File: src/rtl/fast_a20_pkg.sv
package fast_a20_pkg;

   typedef enum logic [0:0] {
      DEC_IDLE  = 1'b0,
      DEC_ARMED = 1'b1
   } a20_dec_state_t;

   typedef struct packed {
      logic cmd_arm;    // qualified arming command
      logic cmd_other;  // qualified command, any other code
      logic data;       // qualified data write
   } a20_wr_kind_t;

   localparam a20_wr_kind_t A20_WR_NONE = '{cmd_arm: 1'b0, cmd_other: 1'b0, data: 1'b0};

endpackage

File: src/rtl/a20_wr_qual.sv
module a20_wr_qual
   import fast_a20_pkg::*;
#(
   parameter int unsigned DATA_W    = 8,
   parameter logic [7:0]  CMD_CODE  = 8'hD1,
   parameter int unsigned GATE_BIT  = 1,
   parameter bit          REG_INPUT = 1'b0
) (
   input  logic              clk,
   input  logic              rst_n,
   input  logic              en,
   input  logic              wr,
   input  logic              cs,
   input  logic              is_cmd,
   input  logic [DATA_W-1:0] wr_byte,
   output a20_wr_kind_t      kind,
   output logic              gate_bit
);

   localparam int unsigned CODE_W = (DATA_W < 8) ? DATA_W : 8;

   initial begin
      if (GATE_BIT >= DATA_W)
         $error("a20_wr_qual: GATE_BIT %0d outside DATA_W %0d", GATE_BIT, DATA_W);
      if (DATA_W < 2)
         $error("a20_wr_qual: DATA_W must be at least 2");
   end

   logic         hit;
   logic         code_match;
   a20_wr_kind_t kind_c;

   assign hit        = en & wr & cs;
   assign code_match = (wr_byte[CODE_W-1:0] == CMD_CODE[CODE_W-1:0]);

   always_comb begin
      kind_c           = A20_WR_NONE;
      kind_c.cmd_arm   = hit &  is_cmd &  code_match;
      kind_c.cmd_other = hit &  is_cmd & ~code_match;
      kind_c.data      = hit & ~is_cmd;
   end

   generate
      if (REG_INPUT) begin : g_reg
         a20_wr_kind_t kind_q;
         logic         bit_q;
         always_ff @(posedge clk or negedge rst_n) begin
            if (!rst_n) begin
               kind_q <= A20_WR_NONE;
               bit_q  <= 1'b0;
            end else begin
               kind_q <= kind_c;
               bit_q  <= wr_byte[GATE_BIT];
            end
         end
         assign kind     = kind_q;
         assign gate_bit = bit_q;
      end else begin : g_comb
         assign kind     = kind_c;
         assign gate_bit = wr_byte[GATE_BIT];
      end
   endgenerate

   // At most one kind of write is reported per cycle.
   AST_ONE_KIND: assert property (@(posedge clk) disable iff (!rst_n)
      $onehot0({kind.cmd_arm, kind.cmd_other, kind.data})) else $error("kind overlap");

endmodule

File: src/rtl/a20_cmd_fsm.sv
module a20_cmd_fsm
   import fast_a20_pkg::*;
(
   input  logic         clk,
   input  logic         rst_n,
   input  logic         en,
   input  a20_wr_kind_t kind,
   output logic         apply
);

   a20_dec_state_t state_q, state_d;

   always_comb begin
      state_d = state_q;
      if (!en) begin
         state_d = DEC_IDLE;
      end else if (kind.cmd_arm) begin
         state_d = DEC_ARMED;
      end else if (kind.cmd_other || kind.data) begin
         state_d = DEC_IDLE;
      end
   end

   always_ff @(posedge clk or negedge rst_n) begin
      if (!rst_n) state_q <= DEC_IDLE;
      else        state_q <= state_d;
   end

   assign apply = en & kind.data & (state_q == DEC_ARMED);

   AST_ARM_ON_CMD: assert property (@(posedge clk) disable iff (!rst_n)
      (en && kind.cmd_arm) |=> (state_q == DEC_ARMED)) else $error("arm missed");
   AST_IDLE_AFTER_DATA: assert property (@(posedge clk) disable iff (!rst_n)
      (state_q == DEC_ARMED && kind.data) |=> (state_q == DEC_IDLE)) else $error("stayed armed");
   AST_CANCEL_OTHER: assert property (@(posedge clk) disable iff (!rst_n)
      kind.cmd_other |=> (state_q == DEC_IDLE)) else $error("cancel missed");
   AST_IDLE_WHEN_OFF: assert property (@(posedge clk) disable iff (!rst_n)
      !en |=> (state_q == DEC_IDLE)) else $error("armed while off");
   AST_REARM_HOLD: assert property (@(posedge clk) disable iff (!rst_n)
      (state_q == DEC_ARMED && en && kind.cmd_arm) |=> (state_q == DEC_ARMED)) else $error("rearm lost");

endmodule

File: src/rtl/a20_gate_reg.sv
module a20_gate_reg #(
   parameter bit RESET_LEVEL = 1'b1
) (
   input  logic clk,
   input  logic rst_n,
   input  logic apply,
   input  logic new_level,
   output logic gate
);

   always_ff @(posedge clk or negedge rst_n) begin
      if (!rst_n)     gate <= RESET_LEVEL;
      else if (apply) gate <= new_level;
   end

   AST_LOAD_BIT: assert property (@(posedge clk) disable iff (!rst_n)
      apply |=> (gate == $past(new_level))) else $error("load wrong");
   AST_HOLD_NO_APPLY: assert property (@(posedge clk) disable iff (!rst_n)
      !apply |=> $stable(gate)) else $error("gate moved");

endmodule

File: src/rtl/fast_a20_gate.sv
module fast_a20_gate
   import fast_a20_pkg::*;
#(
   parameter int unsigned DATA_W      = 8,
   parameter logic [7:0]  CMD_CODE    = 8'hD1,
   parameter int unsigned GATE_BIT    = 1,
   parameter bit          RESET_LEVEL = 1'b1,
   parameter bit          REG_INPUT   = 1'b0
) (
   input  logic              clk,
   input  logic              rst_n,
   input  logic              fast_en,
   input  logic              host_wr,
   input  logic              host_cs1,
   input  logic              host_is_cmd,
   input  logic [DATA_W-1:0] host_byte,
   output logic              gate_out,
   output logic              gate_level
);

   a20_wr_kind_t kind;
   logic         gate_bit;
   logic         apply;
   logic         gate_q;

   a20_wr_qual #(
      .DATA_W   (DATA_W),
      .CMD_CODE (CMD_CODE),
      .GATE_BIT (GATE_BIT),
      .REG_INPUT(REG_INPUT)
   ) i_qual (
      .clk     (clk),
      .rst_n   (rst_n),
      .en      (fast_en),
      .wr      (host_wr),
      .cs      (host_cs1),
      .is_cmd  (host_is_cmd),
      .wr_byte (host_byte),
      .kind    (kind),
      .gate_bit(gate_bit)
   );

   a20_cmd_fsm i_fsm (
      .clk  (clk),
      .rst_n(rst_n),
      .en   (fast_en),
      .kind (kind),
      .apply(apply)
   );

   a20_gate_reg #(
      .RESET_LEVEL(RESET_LEVEL)
   ) i_gate (
      .clk      (clk),
      .rst_n    (rst_n),
      .apply    (apply),
      .new_level(gate_bit),
      .gate     (gate_q)
   );

   assign gate_out   = gate_q;
   assign gate_level = gate_q;

   AST_OFF_HOLDS_GATE: assert property (@(posedge clk) disable iff (!rst_n)
      !fast_en |=> $stable(gate_out)) else $error("gate moved while off");
   AST_NO_CS_NO_CHANGE: assert property (@(posedge clk) disable iff (!rst_n)
      (REG_INPUT == 1'b0 && !(host_wr && host_cs1)) |=> $stable(gate_out)) else $error("gate moved w/o cs1");

endmodule

File: config.mk
export PLATFORM = sky130hd
export DESIGN_NAME = fast_a20_gate
export DESIGN_NICKNAME = d
export VERILOG_FILES = /design/src/rtl/fast_a20_pkg.sv /design/src/rtl/a20_wr_qual.sv /design/src/rtl/a20_cmd_fsm.sv /design/src/rtl/a20_gate_reg.sv /design/src/rtl/fast_a20_gate.sv
export SDC_FILE = /design/constraint.sdc
export NUM_CORES = 1
export LEC_CHECK = 0
export ABC_CLOCK_PERIOD_IN_PS = 1000
export BUFFER_PORTS_ARGS = -buffer_cell sky130_fd_sc_hd__buf_2
export CELL_PAD_IN_SITES_DETAIL_PLACEMENT = 1
export CELL_PAD_IN_SITES_GLOBAL_PLACEMENT = 1
export CORE_AREA = 2 2 39 41
export CTS_CLUSTER_SIZE = 30
export DETAILED_ROUTE_END_ITERATION = 6
export DIE_AREA = 0 0 41 43
export PLACE_DENSITY_LB_ADDON = 0.1
export SETUP_SLACK_MARGIN = 0.1
export SLEW_MARGIN = 20
export SYNTH_ARGS = -nofsm -noshare
export SYNTH_HDL_FRONTEND = slang
export SYNTH_SLANG_ARGS = --single-unit
File: constraint.sdc
create_clock -name clk -period 1 [get_ports clk]
set_input_delay 0.15 -clock clk [delete_from_list [all_inputs] [get_ports clk]]
set_output_delay 0.15 -clock clk [all_outputs]
set_load 0.01 [all_outputs]
-- Word level (Yosys, flattened, before mapping)
Cells that the tools add are included.
Widths: inputs -> output; s select.
- flip-flop bits (word level): 2
- output and inout port bits: 2
- equal/unequal tests: 2
- multiplexer cells: 3
- bitwise logic cells: 10
- reductions and logical operators: 1
- operators with widths (kind ; count):
    $and 1x1->1 ; 8
    $eq 8x8->1 const B ; 1
    $mux 1 ; 3
    $ne 3x1->1 const B ; 1
    $not 1->1 ; 2
    $logic_or 1x1->1 ; 1

-- Longest topological paths before layout
Gate-level depths: netlist of the first run.
- depth in word-level cells: 8
- mapped depth: 3
- gate-level depth less buffers: 3

-- By module
Synthesis of the first run repeated with hierarchy kept, for this count alone.
- cell total of the unflattened synthesis: 15
- area total of the unflattened synthesis: 161.4 µm²
- modules (own cells, without submodules) (module ; times used ; cells an instance ; area an instance (µm²) ; seq. area each (µm²)):
    a20_wr_qual ; 1 ; 8 ; 60.1 ; 0.0
    a20_cmd_fsm ; 1 ; 4 ; 52.6 ; 25.0
    a20_gate_reg ; 1 ; 2 ; 41.3 ; 26.3
    fast_a20_gate ; 1 ; 1 ; 7.5 ; 0.0

-- Least setup slack after synthesis of the first run
No wires, ideal clock.
- path type: register to register
- start: register i_fsm.state_q
- end: register i_gate.gate
- setup time: 82 ps
- data arrival time: 794 ps
- required time: 918 ps
- slack: 124 ps
- cell stages (with the launch flop): 3
- path buffers: 0
- period minus slack after synthesis: 876 ps
- path through: dfrtp_1 nor3b_2 mux2_2
- word-level cells in the longest chain between the ends: 1
- RTL lines (element ; line ; RTL):
    start: declaration ; a20_cmd_fsm.sv:11 ; a20_dec_state_t state_q, state_d;
    start signal: assignment ; a20_cmd_fsm.sv:26 ; else state_q <= state_d;
    $and 1x1->1 ; a20_cmd_fsm.sv:29 ; assign apply = en & kind.data & (state_q == DEC_ARMED);
    end signal: assignment ; a20_gate_reg.sv:13 ; else if (apply) gate <= new_level;
    end: declaration ; a20_gate_reg.sv:8 ; output logic gate
No other way between the ends.
A chain may end at the register's enable or synchronous reset.

-- Worst setup path after layout of the first run
- start: register i_gate.gate
- end: output port gate_out
- RTL lines (element ; line ; RTL):
    end: declaration ; fast_a20_gate.sv:17 ; output logic gate_out,
No word-level cell between the ends.

==> results of run 1 <==
[area by class of cell]
| class | count | area, µm² | area share |
|---|---|---|---|
| flip-flops and latches | 2 | 51.3 | 0.197 |
| well taps | 16 | 20.0 | 0.0769 |
| clock buffers | 4 | 26.3 | 0.101 |
| multi-input cells | 8 | 65.1 | 0.250 |
| repair buffers | 16 | 97.6 | 0.375 |
[registers in the layout, indices dropped and copies added, names as in the netlist]
name / flops
i_gate.gate: 1
i_fsm.state_q: 1
[repair_timing]
action	in CTS	in global routing
hold buffers	1	0
hold endpoints to repair	2	0
resized for setup	0	2
endpoints found under the setup margin	3	3
[path summary, 6_finish.rpt]
path / startpoint / end
worst max-delay path: i_gate.gate / gate_out
worst min-delay path: host_byte[1] / i_gate.gate
worst max register to register: i_fsm.state_q / i_gate.gate
worst min register to register: i_fsm.state_q / i_fsm.state_q
max in group asynchronous: rst_n / i_gate.gate
min in group asynchronous: rst_n / i_fsm.state_q
[stage by stage]
stage / instances / utilization / TNS (ps) / area (µm²) / total power (µW)
after floorplan: 11 / - / 0 / 124 / 87.2
after global placement: 41 / 0.153 / 0 / 211 / 115
after detailed placement: 41 / 0.153 / 0 / 211 / 117
after CTS: 46 / 0.179 / -74.0 / 248 / 333
after global routing: 46 / 0.188 / -114 / 260 / 357
final: 46 / 0.188 / -40.3 / 260 / 318
[cell usage in the layout, fill, tap and decap left out]
cell,netlist,final
nand3_2,1,1
clkbuf_1,0,1
clkbuf_4,0,3
nand4_1,1,1
buf_2,0,13
nor3b_2,1,1
o21ai_0,1,1
buf_6,0,2
dlygate4sd3_1,0,1
dfrtp_1,1,1
dfstp_2,1,1
nand3_1,1,1
mux2_2,1,1
nor3_1,1,1
and4b_1,1,1
[report_power, final]
group / internal (µW) / total (µW) / leakage [µW] / switching, µW
registers: 81.7 / 81.8 / 0.0000243 / 0.0650
clock network: 149 / 201 / 0.0000150 / 52.1
logic: 23.1 / 35.9 / 0.0000848 / 12.8
total: 253 / 318 / 0.000124 / 65.0
[cell usage after synthesis]
cell	number
nand3_1	1
dfstp_2	1
and4b_1	1
o21ai_0	1
mux2_2	1
buf_4	1
nand3_2	1
nor3b_2	1
nor3_1	1
nand4_1	1
dfrtp_1	1
[cells by family after synthesis]
kind of cell,count (synthesis),synth area share
DFF,2,0.414
and+or+nand+nor,6,0.394
buffers and inverters,1,0.0606
muxes,1,0.0909
AOI/OAI and AO/OA,1,0.0404
[metal layers]
metal  GRT usage  vias to the layer above  part of all wire
met5           0                        -                 0
met4      0.0800                        0                 0
met3      0.0157                        0              0.12
met2      0.0938                        7              0.58
met1      0.0418                       75              0.29
li1            -                       79                 -
==> metrics.md, run 1 <==
| Metric | Value |
|---|---|
| Status | finished, violations left |
| Failing checks | setup timing |
| Die extent in x | 41 µm |
| DR vias/cell | 3.50 |
| Synthesis Warnings | 0 |
| I/O Buffers | 15 |
| Diodes inserted | 0 |
| F_max | slightly below 1 GHz |
| Pleak | 0.000124 µW |
| Maximum vdd drop | 0.466 mV |
| Hold Crit Depth | 2 |
| Cell family with most CP delay | flip-flops |
| Height of the die | 43 µm |
| Worst path bufs/invs | 1 |
| Clock Latency Late Sink | 230 ps |
| Worst path cell trace | buf_6 |
| Routed wire length per instance | roughly 9.1 µm |
| I/O pin count | 16 |
| Core area | roughly 0.0014 mm² |
| Largest net degree at the start of global routing | 4 |
| Yosys reg bits | 2 |
| Area growth syn-to-layout | 110% |
| Ranking of synthesized cells by area | dfstp_2, dfrtp_1, nor3b_2 |
| Mapped Nets | 25 |
| Crit path largest cell delay | about 540 ps |
| CTS root buf | clkbuf_4 |
| CTS buffer count | 3 |
| Worst Path Arrival | 870 ps |
| WL final | 417 µm |
| Critical path depth | 1 |
| Layout cells sized above 1 | 0.733 |
| Hold WC Path Type | in -> reg |
| Final period utilization | 1.02 |
| Placement Setup Slack | 45.5 ps |
| CTS H-tree lvls | 1 |
| WP data required | 850 ps |
| Final WS setup | -20.3 ps |
| Yosys top cell by area | dfstp_2 |
| ANT nets after route | 0 |
| First-pass detailed-route iteration total | 1 |
| Final min period | 1020 ps |
| Synth Instances | 11 |
| Post-Route Skew | 7.42 ps |
| Vias in the first global route | 173 |
| Detailed Route Iter0 Violations | 0 |
| CTS tree | done |
| Layout fillers | approximately 180 |
| Gpl congestion | 0.603 |
| Endpoints failing hold | 0 |
| Max-cap violations | 0 |
| # clock sinks | 2 |
| Crit end category | primary output |
| Post-synth cell types | 11 |
| Pwr/cell area | 1220 mW/mm² |
| Final Max Slew Viols | 0 |
| Share of the synthesized area in the top cell type | 0.212 |
| CTS clk-pin slew, worst paths | 30 ps |
| Worst-path maximum fanout | 3 |
| Max_slew headroom | 0.885 |
| GRT overflow | 0 |
| Cell Rows | 14 |
| FF-to-FF path depth | 2 |
| Maximum clock path buffer count | 2 |
| Hold WS | roughly 180 ps |
| Worst-Margin Slew | 171 ps |
| Final setup fails | 2 |
| Flop2flop setup slack | 70 ps |
| Worst Setup Path Type | reg -> out |
| Post-layout nets | between 40 and 50 |
| Seq/Total Area, Yosys | 0.414 |
| Critical path launch point type | flop |
| Routed vias | 161 |
| First-pass GRT wire length | 614 µm |
| Initial antenna violation count | 0 |
| Starting Density | 0.0895 |
| GRT Util Overall | 0.0582 |
| Setup Buffers After CTS | 0 |
| Post-Syn Area | 124 µm² |
| Total die area | 0.00176 mm² |
| Syn Area/Cell | 11.3 µm² |
| Slowest CP cell | dfstp_2 |
| DRC Markers | 0 |
| RSZ-0062 raised after global routing | true |
No activity file was read; power rests on OpenSTA's default activity.
==> run 2, diff against run 1 <==
--- a/config.mk
+++ b/config.mk
@@ -7,3 +7,2 @@
 export LEC_CHECK = 0
-export ABC_CLOCK_PERIOD_IN_PS = 1000
 export BUFFER_PORTS_ARGS = -buffer_cell sky130_fd_sc_hd__buf_2
==> constraint.sdc (replaced) <==
create_clock -name clk -period 1 [get_ports clk]
set_input_delay 0.05 -clock clk [delete_from_list [all_inputs] [get_ports clk]]
set_output_delay 0.05 -clock clk [all_outputs]
set_load 0.01 [all_outputs]
==> run 2 against run 1 <==
Via count down 0.62%. Design area up 1.9%. Sequential power about the same. The flow now finishes without violations. Global-route usage down 0.20 points. First-iteration DRC count up 4.
==> metrics.md, run 2 (synthesis gave the netlist of run 1 again) <==
| Metric | Value |
|---|---|
| GRT overflow | 0 (unchanged) |
| Routed wire length per instance | 9.45 µm (+4.2%) |
| Final Max Slew Viols | 0 (unchanged) |
| # clock sinks | 2 (unchanged) |
| Crit end category | flop |
| CTS tree | done |
| Post-Route Skew | 12.6 ps (+5.19 ps) |
| Final min period | 930 ps (-89.9 ps) |
| Routed vias | 160 (-0.62%) |
| Setup TNS | 0 ps (+40.3 ps) |
| WP data required | 1140 ps (+290 ps) |
| Height of the die | 43 µm (unchanged) |
| Layout cells sized above 1 | 0.742 (+0.00860) |
| Worst-path maximum fanout | 2 (-1) |
| Max_slew headroom | 0.897 (+0.0122) |
| CTS H-tree lvls | 1 (unchanged) |
| Most common cell after layout, fill and taps aside | buf_2 |
| P_sw | 66.6 µW (+2.5%) |
| DRC Markers | 0 (unchanged) |
| First-pass detailed-route iteration total | 4 (+3) |
| Clk pwr share | 0.628 (-0.002) |
| Gate power share | 0.116 (+0.003) |
| Worst Path Arrival | 1070 ps (+200 ps) |
| Status | completed |
| Flop2flop setup slack | 70 ps (about the same) |
| CTS clk-pin slew, worst paths | 40 ps (about the same) |
| Global-route met2 utilization | 0.0781 (-0.0156) |
| Most Crowded Layer GR | met2 |
| Hold endpoint | i_gate.gate |
| M3 GR Usage | 0.0576 (+0.0419) |
| CTS buffer count | 3 (unchanged) |
| Layout Utilization | 0.192 (+0.00362) |
| Int Power | 253 µW (about the same) |
| DR vias/cell | 3.40 (-2.7%) |
| Worst Setup Path Type | reg -> reg |
| Maximum vdd drop | 0.466 mV (+0.12%) |
| Worst-Margin Slew | 154 ps (-17.7 ps) |
| Vias in the first global route | 153 (-12%) |
| RSZ-0062 raised after global routing | true |
| HP Start | host_byte[1] |
| Cell Rows | 14 (unchanged) |
| ANT nets after route | 0 (unchanged) |
| Largest net degree at the start of global routing | 4 (unchanged) |
| Die extent in x | 41 µm (unchanged) |
| Maximum clock path buffer count | 2 (unchanged) |
| Placed Cells | 41 (unchanged) |
| Switching share of power | 0.208 (+0.00412) |
| Sequential power share | 0.256 (about the same) |
| Pwr/cell area | 1210 mW/mm² (-1.4%) |
| Initial antenna violation count | 0 (unchanged) |
| Reg2reg start | i_fsm.state_q |
| CTS root buf | clkbuf_4 |
| Clock Latency Late Sink | 230 ps (about the same) |
| FF-to-FF path depth | 2 (unchanged) |
| Diodes inserted | 0 (unchanged) |
| Max-cap violations | 0 (unchanged) |
| Commonest cells after routing, fill and taps aside | buf_2, clkbuf_4 |
| Final setup fails | 0 (-2) |
| Worst r2r dst | i_gate.gate |
| Pleak | 0.000138 µW (+11%) |
| Final period utilization | 0.930 (-0.0899) |
| F_max | 1.07 GHz (+9.7%) |
| Endpoints failing hold | 0 (unchanged) |
| GRT Util Overall | 0.0562 (-0.00201) |
| I/O pin count | 16 (unchanged) |
| Critical path launch point type | flop |
| Hold WC Path Type | in -> reg |
| Total die area | 0.00176 mm² (unchanged) |
| Top Registers | i_fsm.state_q x1, i_gate.gate x1 |
| Detailed Route Iter0 Violations | 4 (+4) |
| DPL Wire Length | 366 µm |
| Area growth syn-to-layout | 114% |
| I/O Buffers | 15 (unchanged) |
| Hold WS | 80.5 ps (-104 ps) |
| Hold Crit Depth | 2 (unchanged) |
| Gpl congestion | 0.607 (+0.65%) |
| Post-layout nets | 46 (+2.2%) |
| Met1 track demand over resource | 0.0450 (+0.00322) |
| Non-filler cells in the finished layout | 47 (+2.2%) |
| Core area | 0.00138 mm² (unchanged) |
| Starting Density | 0.0895 (unchanged) |
| First-pass GRT wire length | 607 µm (-1.1%) |
| WL final | 444 µm (+6.5%) |
[run 2: changes by cell type in the layout (fill, tap and decap cells not counted), sizes merged]
cell / previous run / this run
buf: 15 / 16
[run 2: worst max path at each step]
stage,start,endpoint
after global placement,i_fsm.state_q,i_gate.gate
after floorplan,i_fsm.state_q,i_gate.gate
after detailed placement,i_fsm.state_q,i_gate.gate
after global routing,i_fsm.state_q,i_gate.gate
final,i_fsm.state_q,i_gate.gate
after CTS,i_fsm.state_q,i_gate.gate
[run 2: final cells by class]
cell class / instances / area (µm²)
Timing Repair Buffer: 17 / 92.6
Sequential cell: 2 / 51.3
Fill cell: 175 / 1120
Multi-Input combinational cell: 8 / 75.1
Tap cell: 16 / 20.0
Clock buffer: 4 / 26.3
[run 2: routing by layer]
layer	vias up	wire length [µm]
met5	-	0
met4	0	0
met3	0	60
met2	7	231
met1	72	151
li1	81	-
[run 2: critical path: stages, from the launching register on]
cell and delay, ps:
dfrtp_1 340, nor3b_4 190, mux2_4 310
[run 2: power groups by stage]
stage	clock network [µW]	registers [µW]	logic (µW)
5_1_grt	217	81.7	40.6
3_3_place_gp	0	82.6	33.1
2_1_floorplan	0	82.6	4.58
4_1_cts	212	81.8	36.2
3_5_place_dp	0	82.6	33.2
6_report	201	81.8	37.1
[run 2: timing repair]
action / CTS / global route
gates cloned: 0 / 0
hold buffers: 1 / 0
setup endpoints to repair: 3 / 3
resized for setup: 0 / 2
buffers inserted: 0 / 1
pin swaps: 0 / 0
endpoints found under the hold margin: 2 / 0
[run 2: per-stage QoR]
step,area (µm²),setup WS (ps),total power [µW]
after global routing,265,22.6,339
after CTS,248,63.0,330
after global placement,211,105,116
final,265,69.6,320
after floorplan,124,124,87.2
after detailed placement,211,81.6,116
